[config.mk]
export PLATFORM = sky130hd
export DESIGN_NAME = pin_irq_detector
export DESIGN_NICKNAME = d
export VERILOG_FILES = /design/src/rtl/pin_irq_pkg.sv /design/src/rtl/pin_cfg_regs.sv /design/src/rtl/pin_event_detect.sv /design/src/rtl/irq_flag_bank.sv /design/src/rtl/pin_irq_detector.sv
export SDC_FILE = /design/constraint.sdc
export NUM_CORES = 1
export LEC_CHECK = 0
export BUFFER_PORTS_ARGS = -buffer_cell sky130_fd_sc_hd__buf_2
export CAP_MARGIN = 10
export CORE_AREA = 5 5 149 151
export CTS_BUF_LIST = sky130_fd_sc_hd__clkbuf_8 sky130_fd_sc_hd__clkbuf_16
export DETAILED_ROUTE_END_ITERATION = 8
export DIE_AREA = 0 0 154 156
export PLACE_DENSITY_LB_ADDON = 0.05
export SLEW_MARGIN = 15
export SYNTH_ARGS = -nofsm -noshare
export SYNTH_HDL_FRONTEND = slang
export SYNTH_SLANG_ARGS = --single-unit
[constraint.sdc]
create_clock -name clk -period 3.5 [get_ports clk]
set_input_delay 0 -clock clk [delete_from_list [all_inputs] [get_ports clk]]
set_output_delay 0 -clock clk [all_outputs]
set_load 0.02 [all_outputs]
[src/rtl/pin_irq_pkg.sv]
package pin_irq_pkg;

    localparam int MODE_W = 4;

    typedef enum logic [MODE_W-1:0] {
        TRIG_OFF  = 4'h0,
        TRIG_LOW  = 4'h8,
        TRIG_RISE = 4'h9,
        TRIG_FALL = 4'hA,
        TRIG_BOTH = 4'hB,
        TRIG_HIGH = 4'hC
    } trig_mode_e;

    // Event decision for one pin: current level, level one cycle earlier.
    function automatic logic trig_event(input logic [MODE_W-1:0] mode,
                                        input logic cur,
                                        input logic prev);
        logic hit;
        case (mode)
            TRIG_LOW:  hit = ~cur;
            TRIG_RISE: hit = cur & ~prev;
            TRIG_FALL: hit = ~cur & prev;
            TRIG_BOTH: hit = cur ^ prev;
            TRIG_HIGH: hit = cur;
            default:   hit = 1'b0;
        endcase
        return hit;
    endfunction

    function automatic logic trig_known(input logic [MODE_W-1:0] mode);
        return (mode == TRIG_LOW) || (mode == TRIG_RISE) || (mode == TRIG_FALL) ||
               (mode == TRIG_BOTH) || (mode == TRIG_HIGH);
    endfunction

endpackage

[src/rtl/pin_cfg_regs.sv]
module pin_cfg_regs
    import pin_irq_pkg::*;
#(
    parameter int NPINS  = 32,
    parameter int ADDR_W = 8
) (
    input  logic                          clk,
    input  logic                          rst_n,
    input  logic                          wr_en,
    input  logic [ADDR_W-1:0]             addr,
    input  logic [MODE_W-1:0]             wr_field,
    output logic                          ctrl_hit,
    output logic [MODE_W-1:0]             sel_mode,
    output logic [NPINS-1:0][MODE_W-1:0]  mode_vec
);

    localparam int IDX_W     = $clog2(NPINS);
    localparam int CTRL_SPAN = NPINS * 4;

    typedef struct packed {
        logic [NPINS-1:0][MODE_W-1:0] mode;
    } cfg_state_t;

    cfg_state_t        st_d, st_q;
    logic [IDX_W-1:0]  idx;

    assign idx      = addr[2 +: IDX_W];
    assign ctrl_hit = (addr[1:0] == 2'b00) && (int'(addr) < CTRL_SPAN);
    assign sel_mode = st_q.mode[idx];
    assign mode_vec = st_q.mode;

    always_comb begin
        st_d = st_q;
        if (wr_en && ctrl_hit) begin
            st_d.mode[idx] = wr_field;
        end
    end

    always_ff @(posedge clk or negedge rst_n) begin
        if (!rst_n) begin
            st_q <= '0;
        end else begin
            st_q <= st_d;
        end
    end

endmodule

[src/rtl/pin_event_detect.sv]
module pin_event_detect
    import pin_irq_pkg::*;
#(
    parameter int NPINS = 32
) (
    input  logic                          clk,
    input  logic                          rst_n,
    input  logic [NPINS-1:0]              pin_lvl,
    input  logic [NPINS-1:0][MODE_W-1:0]  mode_vec,
    output logic [NPINS-1:0]              evt
);

    typedef struct packed {
        logic [NPINS-1:0] prev;
    } det_state_t;

    det_state_t st_d, st_q;

    for (genvar g = 0; g < NPINS; g++) begin : g_pin
        assign evt[g] = trig_event(mode_vec[g], pin_lvl[g], st_q.prev[g]);
    end

    always_comb begin
        st_d      = st_q;
        st_d.prev = pin_lvl;
    end

    always_ff @(posedge clk or negedge rst_n) begin
        if (!rst_n) begin
            st_q <= '0;
        end else begin
            st_q <= st_d;
        end
    end

endmodule

[src/rtl/irq_flag_bank.sv]
module irq_flag_bank #(
    parameter int NPINS = 32
) (
    input  logic             clk,
    input  logic             rst_n,
    input  logic [NPINS-1:0] evt,
    input  logic [NPINS-1:0] clr,
    output logic [NPINS-1:0] flags,
    output logic             irq
);

    typedef struct packed {
        logic [NPINS-1:0] flags;
        logic             irq;
    } flag_state_t;

    flag_state_t st_d, st_q;

    assign flags = st_q.flags;
    assign irq   = st_q.irq;

    always_comb begin
        st_d       = st_q;
        // a fresh event outranks a clear in the same cycle
        st_d.flags = (st_q.flags & ~clr) | evt;
        st_d.irq   = |st_q.flags;
    end

    always_ff @(posedge clk or negedge rst_n) begin
        if (!rst_n) begin
            st_q <= '0;
        end else begin
            st_q <= st_d;
        end
    end

endmodule

[src/rtl/pin_irq_detector.sv]
module pin_irq_detector
    import pin_irq_pkg::*;
#(
    parameter int                 NPINS    = 32,
    parameter int                 ADDR_W   = 8,
    parameter int                 DATA_W   = 32,
    parameter int                 MODE_LSB = 16,
    parameter logic [ADDR_W-1:0]  STAT_OFS = 8'hA0
) (
    input  logic              clk,
    input  logic              rst_n,
    input  logic [NPINS-1:0]  pin_lvl,
    input  logic              bus_wr,
    input  logic              bus_rd,
    input  logic [ADDR_W-1:0] bus_addr,
    input  logic [DATA_W-1:0] bus_wdata,
    output logic [DATA_W-1:0] bus_rdata,
    output logic              irq
);

    typedef struct packed {
        logic [DATA_W-1:0] rdata;
    } rd_state_t;

    rd_state_t                    st_d, st_q;
    logic                         ctrl_hit;
    logic                         stat_hit;
    logic [MODE_W-1:0]            sel_mode;
    logic [NPINS-1:0][MODE_W-1:0] mode_vec;
    logic [NPINS-1:0]             evt_vec;
    logic [NPINS-1:0]             clr_vec;
    logic [NPINS-1:0]             flag_vec;

    assign stat_hit = (bus_addr == STAT_OFS);
    assign clr_vec  = (bus_wr && stat_hit) ? bus_wdata[NPINS-1:0] : '0;

    pin_cfg_regs #(
        .NPINS  (NPINS),
        .ADDR_W (ADDR_W)
    ) u_cfg (
        .clk      (clk),
        .rst_n    (rst_n),
        .wr_en    (bus_wr),
        .addr     (bus_addr),
        .wr_field (bus_wdata[MODE_LSB +: MODE_W]),
        .ctrl_hit (ctrl_hit),
        .sel_mode (sel_mode),
        .mode_vec (mode_vec)
    );

    pin_event_detect #(
        .NPINS (NPINS)
    ) u_det (
        .clk      (clk),
        .rst_n    (rst_n),
        .pin_lvl  (pin_lvl),
        .mode_vec (mode_vec),
        .evt      (evt_vec)
    );

    irq_flag_bank #(
        .NPINS (NPINS)
    ) u_flags (
        .clk   (clk),
        .rst_n (rst_n),
        .evt   (evt_vec),
        .clr   (clr_vec),
        .flags (flag_vec),
        .irq   (irq)
    );

    always_comb begin
        st_d = st_q;
        if (bus_rd) begin
            st_d.rdata = '0;
            if (ctrl_hit) begin
                st_d.rdata[MODE_LSB +: MODE_W] = sel_mode;
            end else if (stat_hit) begin
                st_d.rdata[NPINS-1:0] = flag_vec;
            end
        end
    end

    always_ff @(posedge clk or negedge rst_n) begin
        if (!rst_n) begin
            st_q <= '0;
        end else begin
            st_q <= st_d;
        end
    end

    assign bus_rdata = st_q.rdata;

endmodule

==> reports/metrics.csv, run 1 <==
stage,metric,value,unit
cells_and_area,antenna_cells,0,
grt,grt_max_degree,88,
synthesis,syn_nets,1329,
synthesis,async_reset_ff_frac,1.00,
synthesis,yosys_warnings,0,
routing,viasPerCell,5.89,
power,clkPwrFrac,0.448,
setup_path,critPathRequiredTime,3.91,ns
setup_path,critPathKind,in2reg,
routing,drt_iter0_drc,739,
synthesis,synth_cell_types,44,
timing,tightest_slew,0.846,ns
setup_path,crit_buf_inv,3,
floorplanning,die_area,0.0240,sq mm
routing,wl,33200,um
place,place_hpwl,22600,um
clocking,clk_path_buf_depth,3,
timing,fin_crit,2.36,ns
power,p_int,5020,uW
clocking,cts_buffers,26,
clocking,cts_hold_buf,65,
setup_path,timing.critical_path.to_type,flip-flop,
timing,rsz0062_at_grt,false,
setup_path,worstPathCellList,"buf_4, buf_4, mux2i_1, o22ai_1, or4_1, nor2_1, o21ai_1, dlygate4sd3_1",
power,p_comb_frac,0.102,
synthesis,seq_area_frac_synth,0.464,
grt,grt_pass1_wl,53600,um
clocking,post-cts-setup-buffers,0,
hold_path,hold_path_class,in2async,
timing,finalCritPeriodShare,0.676,
synthesis,ys_seq_elements,225,
power,power,6750,uW
setup_path,arrival,2.77,ns
routing,vias,9715,
clocking,clkSinkCount,225,
clocking,cts_resized,0,
timing,fin_setup_tns,0,ns
floorplanning,pin_count,109,
timing,clock-skew-final,0.00759,ns
timing,slew-limit-headroom,0.436,
synthesis,syn_area,0.0121,sq mm
timing,fmax,423,MHz
setup_path,worstSetupStartpoint,bus_addr[2],
clocking,cts_max_level,1,
floorplanning,core_area,0.0207,sq mm
job,cap_violations,0,
timing,hold_viol_final,0,
setup_path,cp_top_family,buffers and inverters,
place,io_buffers,108,
clocking,clockRootBuffer,clkbuf_16,
synthesis,synth_edf_count,0,
routing,firstDrtPassIters,5,
setup_path,cp_common_cell,buf_4,
timing,slew_violations,0,
setup_path,r2r-start,u_cfg.mode_vec[118],
grt,grt_use_total,0.276,
synthesis,syn_area_per_cell,10.2,sq um
outcome,status,finished clean,
setup_path,start_kind,primary input,
grt,grt_pass1_vias,9691,
clocking,cts_tree,yes,
timing,setup_violations,0,
routing,wl_per_cell,20.1,um
routing,final_antenna_net_count,0,
grt,gr-total-overflow,0,
place,place_congestion,0.901,
cells_and_area,drive_gt1_frac,0.220,
floorplanning,die_w,154,um
clocking,cts.clk_slew.worst_paths,0.06,ns
setup_path,crit_path_max_incr_delay,0.57,ns
routing,route.detailed.drc,0,
cells_and_area,syn2layout_area_growth,19.6,%
clocking,clk_latency,0.53,ns
synthesis,synth_flop_cell,dfrtp_1,
power,powerDensity,465,mW/mm^2
floorplanning,dieHeight,156,um
cells_and_area,nets,1495,
power,power_switching,1740,uW
power,ir_drop,0.342,mV
setup_path,slowest_stage,dlygate4sd3_1,
synthesis,syn-instance-count,1189,
floorplanning,start_util,0.586,
grt,antenna_found_initial,0,
power,leakagePower,0.00689,uW
power,pwr-share-seq,0.450,
floorplanning,rows,53,
setup_path,crit_fanout,35,
power,swShare,0.257,
==> logic make-up after synthesis <==
logic type,Yosys count,synth area share
AO/OA/AOI/OAI,226,0.108
multiplexers,192,0.172
flip-flops,225,0.464
buffers and inverters,168,0.0578
adder cells (fa/ha/maj),64,0.0660
AND/OR/NAND/NOR,314,0.133
==> synthesized netlist by cell type, types with 4 or more instances <==
cell type | n | area (sq um)
or4bb_1 | 6 | 67.6
nor4_1 | 8 | 50.1
clkbuf_1 | 18 | 67.6
ha_1 | 64 | 801
o311ai_0 | 16 | 140
nand4b_1 | 4 | 35.0
o311ai_1 | 15 | 131
mux2i_1 | 64 | 641
nand2_1 | 159 | 597
a21oi_1 | 94 | 470
buf_2 | 14 | 70.1
buf_6 | 5 | 56.3
nor3b_1 | 32 | 240
mux2_2 | 126 | 1420
o21ai_0 | 61 | 305
inv_1 | 124 | 465
nor2_1 | 37 | 139
dfrtp_1 | 225 | 5630
o22ai_1 | 32 | 200
nand3_1 | 31 | 155
buf_4 | 4 | 30.0
or4_1 | 9 | 67.6
==> layout make-up <==
| type | instances | area (sq um) |
|---|---|---|
| tap | 275 | 344 |
| clock buffer | 34 | 772 |
| fill | 1595 | 6180 |
| timing repair buffer | 182 | 1300 |
| multi-input combinational | 796 | 5800 |
| inverter | 124 | 465 |
| sequential | 225 | 5630 |
| clock inverter | 14 | 199 |
==> placed cells by master, fill, tap and decap left out, drive strengths merged, types with 2 or more instances in the layout <==
cell | Yosys | routed
clkbuf | 18 | 34
nand3 | 33 | 33
nor4 | 9 | 9
mux2i | 64 | 64
and3b | 2 | 2
or2 | 2 | 2
o22ai | 32 | 32
ha | 64 | 64
bufinv | 0 | 5
or4 | 9 | 9
mux2 | 128 | 128
or4bb | 6 | 6
or4b | 4 | 4
nand4b | 4 | 4
a21oi | 94 | 94
dfrtp | 225 | 225
dlygate4sd3 | 0 | 65
nor2b | 3 | 3
nand2 | 159 | 159
nor2 | 37 | 37
clkinv | 0 | 5
inv | 124 | 127
a31oi | 3 | 3
and3 | 2 | 2
and4 | 2 | 2
o311ai | 31 | 31
nor3 | 3 | 3
nor3b | 35 | 35
buf | 26 | 117
nand4 | 3 | 3
o21ai | 64 | 64
==> per-stage QoR <==
step	utilization	hold slack (ns)	area, sq um	setup slack, ns	instances
2_1_floorplan	-	-0.296	12100	2.04	1189
6_report	0.701	0.0601	14500	1.14	1650
5_1_grt	0.701	0.146	14500	1.07	1650
3_3_place_gp	0.623	0.0584	12900	1.22	1537
3_5_place_dp	0.623	0.0521	12900	1.21	1537
4_1_cts	0.701	0.112	14500	1.23	1650
==> path summary, 6_finish.rpt <==
check                                 end  cells past startpoint  slack, ns
setup / recovery            bus_rdata[18]                      8       1.14
hold / removal              bus_rdata[11]                      2       0.06
setup reg to reg            bus_rdata[18]                      6       1.26
hold reg to reg             bus_rdata[14]                      2       0.52
max in group asynchronous  u_det.st_q[26]                      3       2.56
min in group clk           u_det.st_q[25]                      2       0.14
==> power groups by stage <==
stage               logic, uW  registers (uW)  clock network (uW)
CTS                       686            3030                3060
floorplan                 409            2960                   0
global route              774            3060                3180
global placement          607            3070                   0
finish                    689            3040                3020
detailed placement        626            3070                   0
==> flip-flops by register name, summed over array words and instances, names as in the netlist <==
signal	flops
u_det.st_q	32
u_flags.flags	32
bus_rdata	32
u_flags.irq	1
u_cfg.mode_vec	128
==> metal layers <==
layer | vias to the layer above | part of all wire | track usage | wire [um]
li1 | 4537 | - | - | -
met2 | 323 | 0.47 | 0.450 | 15600
met1 | 4775 | 0.44 | 0.397 | 14600
met5 | - | 0 | 0 | 0
met3 | 80 | 0.064 | 0.0319 | 2120
met4 | 0 | 0.027 | 0.0757 | 884
No activity file was read; power rests on OpenSTA's default activity.
==> run 2: changes to the inputs <==
- CORE_AREA: 5 5 149 151 -> 5 5 156 158
- DIE_AREA: 0 0 154 156 -> 0 0 161 163
- clock period: 3.5 -> 2 ns (I/O delays scaled with it)
==> run 2 against run 1 <==
Against the previous run: hold slack worse by 0.055 ns; register-to-register slack lost 1.0 ns; largest cell class unchanged; non-clock buffer count increased by 23; critical endpoint is now bus_rdata[17].
==> reports/metrics.csv, run 2 (synthesis gave the netlist of run 1 again) <==
stage,metric,value,unit
outcome,status,finished clean,
cells_and_area,most-common-layout-cells,"dfrtp_1 (225), nand2_1 (159), inv_1 (132)",
timing,finalCritPeriodShare,0.883,
cells_and_area,fill_cells,1918,
floorplanning,dieHeight,163,um
place,place_hpwl,24200,um
place,place_congestion,0.878,
cells_and_area,antenna_cells,0,
cells_and_area,largest_reg_flops,128,
job,cap_violations,0,
timing,slew_violations,0,
setup_path,worstPathCellList,"mux2i_1, o22ai_1, or4_1, nor2_1, o21ai_1",
setup_path,cp_top_family,simple AND/OR/NAND/NOR gates,
power,powerDensity,760,mW/mm^2
clocking,clk_path_buf_depth,3,
cells_and_area,mostFrequentLayoutCell,dfrtp_1,
setup_path,crit_path_max_incr_delay,0.52,ns
cells_and_area,drive_gt1_frac,0.227,
routing,wl,33800,um
grt,grt_pass1_vias,9691,
floorplanning,rows,56,
place,dp.cells,1575,
routing,route.detailed.drc,0,
timing,setup_violations,0,
setup_path,timing.critical_path.to_type,flip-flop,
setup_path,crit_fanout,6,
routing,vias,9552,
power,leakagePower,0.00697,uW
floorplanning,core_area,0.0230,sq mm
timing,hold_viol_final,0,
grt,grt_pass1_wl,54300,um
timing,tightest_slew,0.800,ns
floorplanning,die_area,0.0262,sq mm
timing,slew-limit-headroom,0.467,
timing,fmax,566,MHz
setup_path,critPathKind,reg2reg,
routing,viasPerCell,5.67,
floorplanning,start_util,0.528,
routing,wl_per_cell,20.0,um
clocking,cts.clk_slew.worst_paths,0.06,ns
cells_and_area,nets,1518,
cells_and_area,syn2layout_area_growth,20.5,%
timing,fin_setup_tns,0,ns
floorplanning,die_w,161,um
clocking,cts_tree,yes,
routing,final_antenna_net_count,0,
clocking,clockRootBuffer,clkbuf_16,
timing,clock-skew-final,0.00895,ns
setup_path,arrival,2.17,ns
timing,rsz0062_at_grt,false,
setup_path,slowest_stage,or4_1,
grt,antenna_found_initial,1,
grt,gr-total-overflow,0,
clocking,clk_latency,0.53,ns
place,io_buffers,108,
clocking,cts_resized,0,
grt,grt_use_total,0.261,
grt,grt_max_degree,61,
routing,firstDrtPassIters,5,
timing,fin_crit,1.77,ns
routing,drt_iter0_drc,628,
setup_path,crit_buf_inv,0,
clocking,cts_buffers,26,
power,ir_drop,0.473,mV
floorplanning,pin_count,109,
hold_path,hold_path_class,in2async,
setup_path,critPathRequiredTime,2.40,ns
setup_path,start_kind,flip-flop,
clocking,clkSinkCount,225,
clocking,cts_max_level,1,
cells_and_area,final_cells,1685,
==> run 2: cell types whose count changed in the layout (fill, tap and decap cells not counted) <==
cell | before | now
buf_12 | 2 | 8
buf_4 | 8 | 25
bufinv_16 | 5 | 1
clkbuf_8 | 7 | 3
clkinvlp_4 | 1 | 0
inv_1 | 126 | 132
==> run 2: layout make-up <==
class	count	area (sq um)	area share
Multi-Input combinational cell	796	5800	0.397
Clock buffer	30	717	0.0491
Sequential cell	225	5630	0.385
Tap cell	290	363	0.0248
Timing Repair Buffer	205	1540	0.106
Inverter	124	465	0.0319
Clock inverter	15	93.8	0.00642
==> run 2: worst paths after layout <==
check	from	end	slack [ns]	depth (start not counted)
setup / recovery	u_cfg.mode_vec[85]	bus_rdata[17]	0.23	5
hold / removal	rst_n	bus_rdata[11]	0.006	2
setup reg to reg	u_cfg.mode_vec[85]	bus_rdata[17]	0.23	5
hold reg to reg	bus_rdata[5]	bus_rdata[5]	0.51	2
max in group asynchronous	rst_n	u_cfg.mode_vec[111]	1.30	3
min in group clk	bus_wdata[17]	u_flags.flags[17]	0.08	4
==> run 2: per-stage QoR <==
stage	util	area [sq um]	hold slack [ns]	setup slack, ns	power [uW]
3_5_place_dp	0.572	13200	-0.0211	0.244	6530
6_report	0.636	14600	0.00559	0.234	11100
4_1_cts	0.636	14600	0.0204	0.265	11200
3_3_place_gp	0.572	13200	-0.0219	0.250	6510
5_1_grt	0.636	14600	0.0466	0.163	11600
2_1_floorplan	-	12100	-0.296	0.538	5900
==> run 2: report_power, final <==
group / internal (uW) / switching, uW
clock network: 2660 / 1880
registers: 4890 / 424
logic: 578 / 676
total: 8130 / 2980
==> run 2: per-layer routing <==
layer	up-vias	global-route usage	part of all wire
li1	4559	-	-
met3	55	0.0392	0.045
met2	225	0.423	0.47
met5	-	0	0.00036
met1	4711	0.371	0.46
met4	2	0.0706	0.026
==> run 2: repair_timing <==
item,CTS,global route
hold endpoints to repair,302,0
hold buffers,65,0
setup buffers,0,0
==> run 3: changes to the inputs <==
- BUFFER_PORTS_ARGS: -buffer_cell sky130_fd_sc_hd__buf_2 -> unset
- CORE_AREA: 5 5 156 158 -> 5 5 149 151
- DIE_AREA: 0 0 161 163 -> 0 0 154 156
- DONT_BUFFER_PORTS: unset -> 1
- clock period: 2 -> 1.7 ns (I/O delays scaled with it)
==> run 3 against run 2 <==
Against the previous run: the run now ends with hold timing left; maximum frequency rose by 7.0%; routed wire length shrank 0.22%; cell count fell by 4.4%; first-iteration DRC count up 7.5%; total power rose by 19%; die area shrank 8.5%; final area decreased by 0.40%; critical path type unchanged; highest routed layer is now met4.
==> reports/metrics.csv, run 3 (synthesis gave the netlist of run 1 again) <==
stage,metric,value,unit
grt,grt_pass1_vias,9509,
floorplanning,start_util,0.586,
cells_and_area,drive_gt1_frac,0.186,
hold_path,hold_path_class,in2async,
routing,drt_iter0_drc,675,
timing,clock-skew-final,0.00958,ns
floorplanning,pin_count,109,
place,pre_cts_slack,0.0576,ns
outcome,status,finished with violations,
grt,gr-total-overflow,0,
grt,grt_pass1_wl,53200,um
timing,fmax,606,MHz
floorplanning,dieHeight,156,um
cells_and_area,most-common-layout-cells,"dfrtp_1 (223), nand2_1 (159), inv_1 (129)",
job,cap_violations,0,
timing,slew-limit-headroom,0.689,
timing,rsz0062_at_grt,false,
power,leakagePower,0.00674,uW
routing,final_antenna_net_count,0,
routing,wl_per_cell,20.9,um
routing,route.met2.wl,15600,um
cells_and_area,mostFrequentLayoutCell,dfrtp_1,
clocking,clk_path_buf_depth,3,
floorplanning,rows,53,
floorplanning,die_w,154,um
cells_and_area,syn2layout_area_growth,20.0,%
grt,grt_use_total,0.280,
cells_and_area,nets,1459,
floorplanning,die_area,0.0240,sq mm
place,place_hpwl,22500,um
cells_and_area,fill_cells,1611,
timing,fin_crit,1.65,ns
clocking,post-cts-setup-buffers,0,
floorplanning,core_area,0.0207,sq mm
timing,hold_viol_final,225,
routing,vias,9511,
setup_path,start_kind,flip-flop,
setup_path,critPathRequiredTime,2.10,ns
routing,wl_met1,14900,um
timing,hold-worst-slack,-0.831,ns
timing,finalCritPeriodShare,0.971,
place,post_dp_cell_area,0.0127,sq mm
clocking,cts_buffers,25,
routing,wl_met3,2070,um
clocking,cts_hold_buf,88,
power,ir_drop,0.784,mV
timing,setup_slack,0.0494,ns
clocking,clockRootBuffer,clkbuf_16,
clocking,cts.clk_slew.worst_paths,0.06,ns
routing,viasPerCell,5.90,
cells_and_area,antenna_cells,0,
clocking,cts_tree,yes,
routing,maxUsedRoutingLayer,met4,
timing,fin_setup_tns,0,ns
place,place_congestion,0.870,
cells_and_area,largest_reg_flops,128,
timing,setup_violations,0,
routing,wl,33700,um
clocking,cts_max_level,1,
cells_and_area,stdcell_area,0.0146,sq mm
power,powerDensity,908,mW/mm^2
outcome,violations,hold timing,
grt,grt_max_degree,226,
routing,route.detailed.drc,0,
place,io_buffers,0,
setup_path,critPathKind,reg2reg,
setup_path,timing.critical_path.to_type,flip-flop,
clocking,clkSinkCount,225,
clocking,clk_latency,0.53,ns
routing,firstDrtPassIters,5,
timing,slew_violations,0,
setup_path,arrival,2.05,ns
setup_path,crit_fanout,3,
grt,antenna_found_initial,0,
timing,tightest_slew,0.463,ns
-- run 3: changes by cell type in the layout (fill, tap and decap cells not counted), sizes merged --
cell and delta:
buf -76, dlygate4sd3 +18, clkbuf +3, bufinv +2, clkinv -3, inv -3
-- run 3: what timing repair did --
| item | CTS | global route |
|---|---|---|
| gates resized for setup | 0 | 7 |
| hold endpoints to repair | 449 | 225 |
| setup endpoints to repair | 0 | 4 |
-- run 3: per-layer routing --
metal / vias to the layer above / track usage
met1: 4677 / 0.390
met5: - / 0
li1: 4454 / -
met2: 315 / 0.453
met4: 0 / 0.0833
met3: 65 / 0.0474
-- run 3: final timing paths --
path | start | endpoint | slack, ns | cells past startpoint
max in group asynchronous | rst_n | u_cfg.mode_vec[49] | 2.11 | 0
setup / recovery | u_cfg.mode_vec[103] | bus_rdata[19] | 0.05 | 5
hold reg to reg | u_cfg.mode_vec[19] | u_cfg.mode_vec[19] | 0.53 | 1
hold / removal | rst_n | bus_rdata[14] | -0.83 | 0
setup reg to reg | u_cfg.mode_vec[103] | bus_rdata[19] | 0.05 | 5
min in group clk | bus_addr[4] | u_cfg.mode_vec[114] | 0.02 | 4
-- run 3: where the power goes --
part / switching, uW / total [uW] / leakage, uW / internal, uW
combinational: 684 / 1370 / 0.00337 / 686
sequential: 482 / 6230 / 0.00293 / 5750
clock: 2150 / 5610 / 0.000447 / 3460
total: 3310 / 13200 / 0.00674 / 9900
-- run 3: worst max-delay path: stages, from the launching register on --
cell	delay, ns
dfrtp_1	0.40
mux2i_1	0.22
o22ai_1	0.17
or4_1	0.52
nor2_1	0.13
o221ai_2	0.09
-- run 3: stage by stage --
stage / utilization / cells / total power [uW]
4_1_cts: 0.703 / 1611 / 13300
3_5_place_dp: 0.615 / 1479 / 7350
2_1_floorplan: - / 1189 / 6940
5_1_grt: 0.703 / 1611 / 13700
6_report: 0.703 / 1611 / 13200
3_3_place_gp: 0.615 / 1479 / 7310
-- run 3: area by class of cell --
class                   instances  area (sq um)  share of cell area
clock buffers                  33           736              0.0506
clock inverters                11           128             0.00877
inverters                     124           465              0.0320
multi-input cells             796          5820               0.400
flip-flops and latches        225          5630               0.387
well taps                     275           344              0.0236
repair buffers                147          1430              0.0983
